**src/rtl/sw_pkg.sv**
```systemverilog
package sw_pkg;
  localparam int FLAG_W    = 16;
  localparam int POS_CARRY = 0;
  localparam int POS_ONE   = 1;
  localparam int POS_PAR   = 2;
  localparam int POS_AUX   = 4;
  localparam int POS_ZERO  = 6;
  localparam int POS_SIGN  = 7;
  localparam int POS_CTL   = 8;   // trap, interrupt, direction in ascending order
  localparam int POS_OVF   = 11;
  localparam int CTL_N     = 3;
  localparam int CTL_TRAP  = 0;
  localparam int CTL_INTR  = 1;
  localparam int CTL_DIR   = 2;

  typedef enum logic [1:0] {
    OP_ADD   = 2'd0,
    OP_SUB   = 2'd1,
    OP_LOGIC = 2'd2,
    OP_LOGX  = 2'd3
  } opClass_e;

  typedef struct packed {
    logic             arithEn;
    logic             subOp;
    logic             logicOp;
    logic [CTL_N-1:0] ctlWe;
    logic [CTL_N-1:0] ctlVal;
  } flagStrobe_t;
endpackage

```
**src/rtl/sw_ctrl.sv**
```systemverilog
module sw_ctrl
  import sw_pkg::*;
#(
  parameter int SEL_W = 2
) (
  input  logic             clk,
  input  logic             rstN,
  input  logic             opValid,
  input  logic [1:0]       opClass,
  input  logic [SEL_W-1:0] ctlSel,
  input  logic             ctlSet,
  input  logic             ctlClr,
  output flagStrobe_t      strb
);
  opClass_e cls;
  logic     cmdAny;

  always_comb begin
    cls          = opClass_e'(opClass);
    cmdAny       = ctlSet | ctlClr;
    strb.arithEn = opValid;
    strb.subOp   = (cls == OP_SUB);
    strb.logicOp = (cls == OP_LOGIC) || (cls == OP_LOGX);
  end

  for (genvar i = 0; i < CTL_N; i++) begin : g_sel
    always_comb begin
      strb.ctlWe[i]  = cmdAny && (ctlSel == SEL_W'(i));
      strb.ctlVal[i] = ctlSet;
    end
  end

  AST_ONE_CTL_WRITE: assert property (@(posedge clk) disable iff (!rstN)
    $onehot0(strb.ctlWe)) else $error("more than one control write");
  AST_SEL3_IGNORED: assert property (@(posedge clk) disable iff (!rstN)
    (ctlSel == SEL_W'(3)) |-> (strb.ctlWe == '0)) else $error("code 3 wrote");
endmodule

```
**src/rtl/sw_dpath.sv**
```systemverilog
module sw_dpath
  import sw_pkg::*;
#(
  parameter int DATA_W = 16
) (
  input  logic              clk,
  input  logic              rstN,
  input  flagStrobe_t       strb,
  input  logic              opWord,
  input  logic [DATA_W-1:0] operandA,
  input  logic [DATA_W-1:0] operandB,
  input  logic [DATA_W-1:0] result,
  input  logic              carryOut,
  input  logic              nibbleCarry,
  output logic [FLAG_W-1:0] flagWord,
  output logic              stepNeg
);
  localparam int BYTE_W = DATA_W / 2;

  logic carryQ, parQ, auxQ, zeroQ, signQ, ovfQ;
  logic [CTL_N-1:0] ctlQ;
  logic carryD, parD, auxD, zeroD, signD, ovfD;
  logic sa, sb, sr;
  logic [BYTE_W-1:0] lowByte;
  logic parChain [BYTE_W+1];

  assign lowByte = result[BYTE_W-1:0];
  assign parChain[0] = 1'b1;
  for (genvar i = 0; i < BYTE_W; i++) begin : g_par
    assign parChain[i+1] = parChain[i] ^ lowByte[i];
  end

  always_comb begin
    sa     = opWord ? operandA[DATA_W-1] : operandA[BYTE_W-1];
    sb     = opWord ? operandB[DATA_W-1] : operandB[BYTE_W-1];
    sr     = opWord ? result[DATA_W-1]   : result[BYTE_W-1];
    zeroD  = opWord ? (result == '0) : (lowByte == '0);
    signD  = sr;
    parD   = parChain[BYTE_W];
    if (strb.logicOp) begin
      carryD = 1'b0;
      auxD   = 1'b0;
      ovfD   = 1'b0;
    end else begin
      carryD = carryOut;
      auxD   = nibbleCarry;
      ovfD   = strb.subOp ? ((sa != sb) && (sr != sa))
                          : ((sa == sb) && (sr != sa));
    end
  end

  always_ff @(posedge clk or negedge rstN) begin
    if (!rstN) begin
      carryQ <= 1'b0;
      parQ   <= 1'b0;
      auxQ   <= 1'b0;
      zeroQ  <= 1'b0;
      signQ  <= 1'b0;
      ovfQ   <= 1'b0;
    end else if (strb.arithEn) begin
      carryQ <= carryD;
      parQ   <= parD;
      auxQ   <= auxD;
      zeroQ  <= zeroD;
      signQ  <= signD;
      ovfQ   <= ovfD;
    end
  end

  for (genvar i = 0; i < CTL_N; i++) begin : g_ctl
    always_ff @(posedge clk or negedge rstN) begin
      if (!rstN)               ctlQ[i] <= 1'b0;
      else if (strb.ctlWe[i])  ctlQ[i] <= strb.ctlVal[i];
    end
  end

  always_comb begin
    flagWord                          = '0;
    flagWord[POS_ONE]                 = 1'b1;
    flagWord[POS_CARRY]               = carryQ;
    flagWord[POS_PAR]                 = parQ;
    flagWord[POS_AUX]                 = auxQ;
    flagWord[POS_ZERO]                = zeroQ;
    flagWord[POS_SIGN]                = signQ;
    flagWord[POS_OVF]                 = ovfQ;
    flagWord[POS_CTL +: CTL_N]        = ctlQ;
  end
  assign stepNeg = ctlQ[CTL_DIR];

  AST_LOGIC_CLEARS: assert property (@(posedge clk) disable iff (!rstN)
    (strb.arithEn && strb.logicOp) |=> (!carryQ && !auxQ && !ovfQ))
    else $error("logic op left arithmetic carry");
  AST_IDLE_HOLD: assert property (@(posedge clk) disable iff (!rstN)
    !strb.arithEn |=> $stable({carryQ, parQ, auxQ, zeroQ, signQ, ovfQ}))
    else $error("flags moved while idle");
  AST_CTL_HOLD: assert property (@(posedge clk) disable iff (!rstN)
    (strb.ctlWe == '0) |=> $stable(ctlQ)) else $error("control bit moved");
  AST_WORD_ZERO: assert property (@(posedge clk) disable iff (!rstN)
    (strb.arithEn && opWord && (result == '0)) |=> zeroQ)
    else $error("zero missed");
endmodule

```
**src/rtl/status_word_unit.sv**
```systemverilog
module status_word_unit
  import sw_pkg::*;
#(
  parameter int DATA_W = 16,
  parameter int SEL_W  = 2
) (
  input  logic              clk,
  input  logic              rstN,
  input  logic              opValid,
  input  logic              opWord,
  input  logic [1:0]        opClass,
  input  logic [DATA_W-1:0] operandA,
  input  logic [DATA_W-1:0] operandB,
  input  logic [DATA_W-1:0] result,
  input  logic              carryOut,
  input  logic              nibbleCarry,
  input  logic [SEL_W-1:0]  ctlSel,
  input  logic              ctlSet,
  input  logic              ctlClr,
  output logic [FLAG_W-1:0] statusWord,
  output logic              stepNeg
);
  flagStrobe_t strb;

  sw_ctrl #(.SEL_W(SEL_W)) ctrl_i (
    .clk(clk), .rstN(rstN), .opValid(opValid), .opClass(opClass),
    .ctlSel(ctlSel), .ctlSet(ctlSet), .ctlClr(ctlClr), .strb(strb)
  );

  sw_dpath #(.DATA_W(DATA_W)) dpath_i (
    .clk(clk), .rstN(rstN), .strb(strb), .opWord(opWord),
    .operandA(operandA), .operandB(operandB), .result(result),
    .carryOut(carryOut), .nibbleCarry(nibbleCarry),
    .flagWord(statusWord), .stepNeg(stepNeg)
  );

  AST_DIR_SET: assert property (@(posedge clk) disable iff (!rstN)
    (ctlSet && ctlSel == SEL_W'(CTL_DIR)) |=> stepNeg)
    else $error("direction not set");
  AST_DIR_CLR: assert property (@(posedge clk) disable iff (!rstN)
    (ctlClr && !ctlSet && ctlSel == SEL_W'(CTL_DIR)) |=> !stepNeg)
    else $error("direction not cleared");
  AST_CARRY_FOLLOW: assert property (@(posedge clk) disable iff (!rstN)
    (opValid && opClass == 2'd0) |=> (statusWord[POS_CARRY] == $past(carryOut)))
    else $error("carry mismatch");
endmodule

```
**config.mk**
```make
export PLATFORM = sky130hd
export DESIGN_NAME = status_word_unit
export DESIGN_NICKNAME = d
export VERILOG_FILES = /design/src/rtl/sw_pkg.sv /design/src/rtl/sw_ctrl.sv /design/src/rtl/sw_dpath.sv /design/src/rtl/status_word_unit.sv
export SDC_FILE = /design/constraint.sdc
export NUM_CORES = 1
export LEC_CHECK = 0
export BUFFER_PORTS_ARGS = -buffer_cell sky130_fd_sc_hd__buf_2
export CORE_MARGIN = 5
export CORE_UTILIZATION = 29
export DETAILED_ROUTE_END_ITERATION = 16
export PLACE_DENSITY = 0.77
export SYNTH_ARGS = -nofsm -noshare
export SYNTH_HDL_FRONTEND = slang
export SYNTH_SLANG_ARGS = --single-unit
```
**constraint.sdc**
```tcl
create_clock -name clk -period 0.8 [get_ports clk]
set_input_delay 0.08 -clock clk [delete_from_list [all_inputs] [get_ports clk]]
set_output_delay 0.08 -clock clk [all_outputs]
set_load 0.01 [all_outputs]
```
; ---- After elaboration in Yosys (flattened, before gate mapping)
; Index checks and enable logic that the tools add are counted.
[op_classes]
add_sub_neg = 0
multipliers = 0
n_div = 0
magnitude_cmp = 0
n_eq_ne = 8
shifts = 0
mux = 8
n_bitwise = 9
n_reduce_logical = 9
[ops]
columns = operator, count
row1 = $logic_not A16 Y1, 1
row2 = $logic_not A8 Y1, 1
row3 = $mux W1, 8
row4 = $xor A1 B1 Y1, 7
row5 = $eq A2 B2 Y1 const B, 3
row6 = $logic_and A1 B1 Y1, 5
row7 = $eq A2 B1 Y1 const B, 2
row8 = $logic_not A2 Y1, 1
row9 = $ne A1 B1 Y1, 2
row10 = $eq A1 B1 Y1, 1
row11 = $logic_or A1 B1 Y1, 1
row12 = $not A1 Y1, 1
row13 = $or A1 B1 Y1, 1
[word_totals]
reg_bits = 9
latch_bits = 0
mem_bits_rw = 0
romBits = 0
in_bits = 60
out_inout_bits = 17
wordCells = 43
memories = 0

; ---- Longest topological paths before layout
[depth]
word_depth = 8
depth_mapped = 6
mapped_depth_nobuf = 6

; ---- Cells and area by module
; Synthesis repeated with hierarchy kept, for this count alone.
[hier_totals]
cells_unflattened = 74
hier_area_um2 = 688.2
[by_module_without_submodules]
columns = module, n_inst, cells_per_inst, area_per_inst_um2, seq_area_each_um2
row1 = sw_dpath, 1, 64, 624.3, 225.2
row2 = sw_ctrl, 1, 10, 63.8, 0.0

; ---- Least setup slack after synthesis
; Ideal clock, no wire load.
[synth_timing]
kind = input-to-reg
from = in result[0]
to = reg dpath_i.parQ
setup_ns = 0.134
arrival_time_ns = 0.908
required_ns = 0.666
setup_slack_ns = -0.242
path_stages = 6
path_buffers = 0
path_cell_list = inv_1 > ha_1 > xor2_1 > xnor2_1 > xnor2_1 > a21oi_1
[synth_via]
elab_chain_len = 8
[synth_lines]
columns = element, line
row1 = start: declaration, status_word_unit.sv:14  ; input logic [DATA_W-1:0] result,
row2 = $not A1 Y1 (no line), -
row3 = $xor A1 B1 Y1 (7 in series), sw_dpath.sv:30  ; assign parChain[i+1] = parChain[i] ^ lowByte[i];
row4 = end signal: assignment, sw_dpath.sv:62  ; parQ <= parD;
row5 = end: declaration, sw_dpath.sv:20  ; logic carryQ, parQ, auxQ, zeroQ, signQ, ovfQ;
; Every way passes these cells.
; A chain may end at the register's enable or synchronous reset.

; ---- Worst setup path after layout
[layout_timing]
from = reg dpath_i.ctlQ[2] (netlist: dpath_i.stepNeg)
to = out statusWord[10]
[layout_rtl]
columns = element, line
row1 = start: declaration, sw_dpath.sv:21  ; logic [CTL_N-1:0] ctlQ;
row2 = start signal: indexed assignment, sw_dpath.sv:73  ; else if (strb.ctlWe[i]) ctlQ[i] <= strb.ctlVal[i];
row3 = end: declaration, status_word_unit.sv:20  ; output logic [FLAG_W-1:0] statusWord,
; No word-level cell between the ends.

==> reports/qor.yml <==
cts_buffers: 3
hold_slack_ns: 0.0736
dp.cells: 135
finalMaxSlewViolations: 0
fin_cells: 145
core_mm2: 0.00217
maxCapViolCount: 0
htreeDepth: 1
violations: "setup timing"
min-delay-start: "carryOut"
worst-path-buf-inv: 1
outcome: "finished with violations"
clock_path_buffers: 2
worstSetupPathType: "reg -> out"
fin_ws_ns: -0.0743
clk_latency_ns: 0.25
crit_chain: "buf_2"
cts_tree: "yes"
r2r_start: "dpath_i.zeroQ"
nNetsFinal: 179
syn_inst: 71
wl_per_cell_um: 11.2
rsz0062_at_grt: "true"
port_buffers: 41
vdd_drop_max_v: 0.000537
grt_max_degree: 10
yosysSeqAreaShare_pct: 34.6
slowest_stage: "dfrtp_1"
leakage_nw: 0.510
grt-ovfl-total: 0
initial_core_util_pct: 30.0
track_usage_pct: 9.97
syn_area_per_cell_um2: 9.16
multi_input_area_um2: 340
place_congestion: 0.743
critPathRequiredTime_ns: 0.72
via_per_inst: 4.24
postRouteAntennaNets: 0
ys_warn_count: 0
syn_to_final_growth_pct: 53.8
die_w_um: 57.4
max_freq_mhz: 1140
synth_area_um2: 651
vias: 615
nFillCells: 229
layout-drive-gt1-share_pct: 53.8
wl_um: 1630
synth-seq-cells: 9
antenna_found_initial: 0
grt_pass1_wl_um: 2580
start_kind: "flop"
async_flop_share_pct: 100
first_pass_iters: 3
post-route-min-period_ns: 0.874
seq_area_um2: 225
cp.arrival_ns: 0.79
route.detailed.drc: 0
setup_violations: 13
post-dp-hpwl_um: 1400
yosysUniqueCellTypes: 24
hp-class: "in -> reg"
rows: 17
worstSetupStartpoint: "dpath_i.stepNeg"
yosysTopAreaCellShare_pct: 34.6
drt_iter0_drc: 10
cp_top_family: "flip-flops"
slowest_delay_ns: 0.39
fin_crit_sh_pct: 109
io_pins: 77
synthTopCellsByArea: "dfrtp_1, buf_4, xnor2_1"
endpoint_kind: "output port"
cts_sinks: 9
hold_viol_final: 0
grt_pass1_vias: 626
die-area_mm2: 0.00329
power.density_mw_per_mm2: 1400
synth_edf_count: 0
postLayoutCoreUtil_pct: 46.1
dp_slack_ns: -0.373
die_y_um: 57.4
yosysTopAreaCell: "dfrtp_1"
cts.clk_slew.worst_paths_ns: 0.06
synth_flop_cell: "dfrtp_1"
diodes: 0
ctsRootBufferMaster: "clkbuf_4"
final_common_cell: "buf_2"
fin_skew_ns: 0
cp_max_fo: 3
final_cell_mix: "buf_2, buf_4, dfrtp_1"
-- cells by family (layout without fill, tap and decap cells) --
logic type	Yosys count	after routing	synth area share, %
other	2	7	1.15
and+or+nand+nor	16	16	14.2
DFF	9	9	34.6
AOI/OAI and AO/OA	10	10	11.7
xor gates and xnor gates	7	7	9.42
adders and majority gates	1	1	1.92
buffers and inverters	22	63	20.8
muxes	4	4	6.15
-- what timing repair did --
item	4_1_cts	5_1_grt
endpoints found under the hold margin	9	0
pin swaps	6	7
endpoints found under the setup margin	12	14
buffers inserted	4	1
hold buffers	1	0
gates resized for setup	6	10
-- area by class of cell --
cell class / count / area share (%)
Multi-Input combinational cell: 45 / 34.0
Timing Repair Buffer: 52 / 33.5
Sequential cell: 9 / 22.5
Inverter: 7 / 3.88
Tap cell: 28 / 3.50
Clock buffer: 4 / 2.63
-- report_power, final --
group | switching, mW | internal [mW]
registers | 0.0304 | 0.513
clock network | 0.161 | 0.192
logic | 0.224 | 0.281
total | 0.415 | 0.986
-- sequential cells by signal, summed over array words and instances, names as in the netlist --
name / cells
dpath_i.auxQ: 1
dpath_i.flagWord: 2
dpath_i.signQ: 1
dpath_i.ovfQ: 1
dpath_i.parQ: 1
dpath_i.carryQ: 1
dpath_i.zeroQ: 1
dpath_i.stepNeg: 1
-- cells in the mapped netlist (2+ instances only) --
| cell type | n |
|---|---|
| nor2_1 | 3 |
| nand2_1 | 2 |
| xnor2_1 | 5 |
| o21ai_0 | 2 |
| nor2b_1 | 2 |
| mux2i_1 | 4 |
| a21oi_1 | 2 |
| nand3_1 | 2 |
| buf_4 | 14 |
| a32o_1 | 3 |
| xor2_1 | 2 |
| nand3b_1 | 2 |
| or4_1 | 2 |
| dfrtp_1 | 9 |
| inv_1 | 7 |
| conb_1 | 2 |
-- routing by layer --
| metal | wire (µm) | up-vias | global-route usage, % |
|---|---|---|---|
| li1 | - | 312 | - |
| met1 | 579 | 268 | 10.9 |
| met2 | 821 | 35 | 17.4 |
| met3 | 229 | 0 | 3.39 |
| met4 | 0 | 0 | 3.97 |
| met5 | 0 | - | 0 |
-- path summary, 6_finish.rpt --
| path | endpoint | slack (ns) | cells after the start |
|---|---|---|---|
| setup / recovery | statusWord[10] | -0.07 | 1 |
| hold / removal | dpath_i.carryQ | 0.07 | 3 |
| setup reg to reg | dpath_i.zeroQ | -0.02 | 2 |
| hold reg to reg | dpath_i.flagWord[9] | 0.49 | 1 |
| max in group asynchronous | dpath_i.auxQ | 0.42 | 2 |
| min in group asynchronous | dpath_i.zeroQ | 0.20 | 2 |
-- worst reg2reg max path, stage by stage, from the launching register on --
cell and delay (ns):
dfrtp_1 0.38, buf_4 0.13, a32o_1 0.19
-- metrics by stage --
stage / total power, mW / setup TNS, ns / instance area, µm²
floorplan: 0.851 / -0.306 / 694
global placement: 0.970 / -0.894 / 863
detailed placement: 0.988 / -0.963 / 863
CTS: 1.38 / -0.691 / 952
global route: 1.50 / -1.05 / 1000
finish: 1.40 / -0.617 / 1000
(Power assumes the default switching activity.)
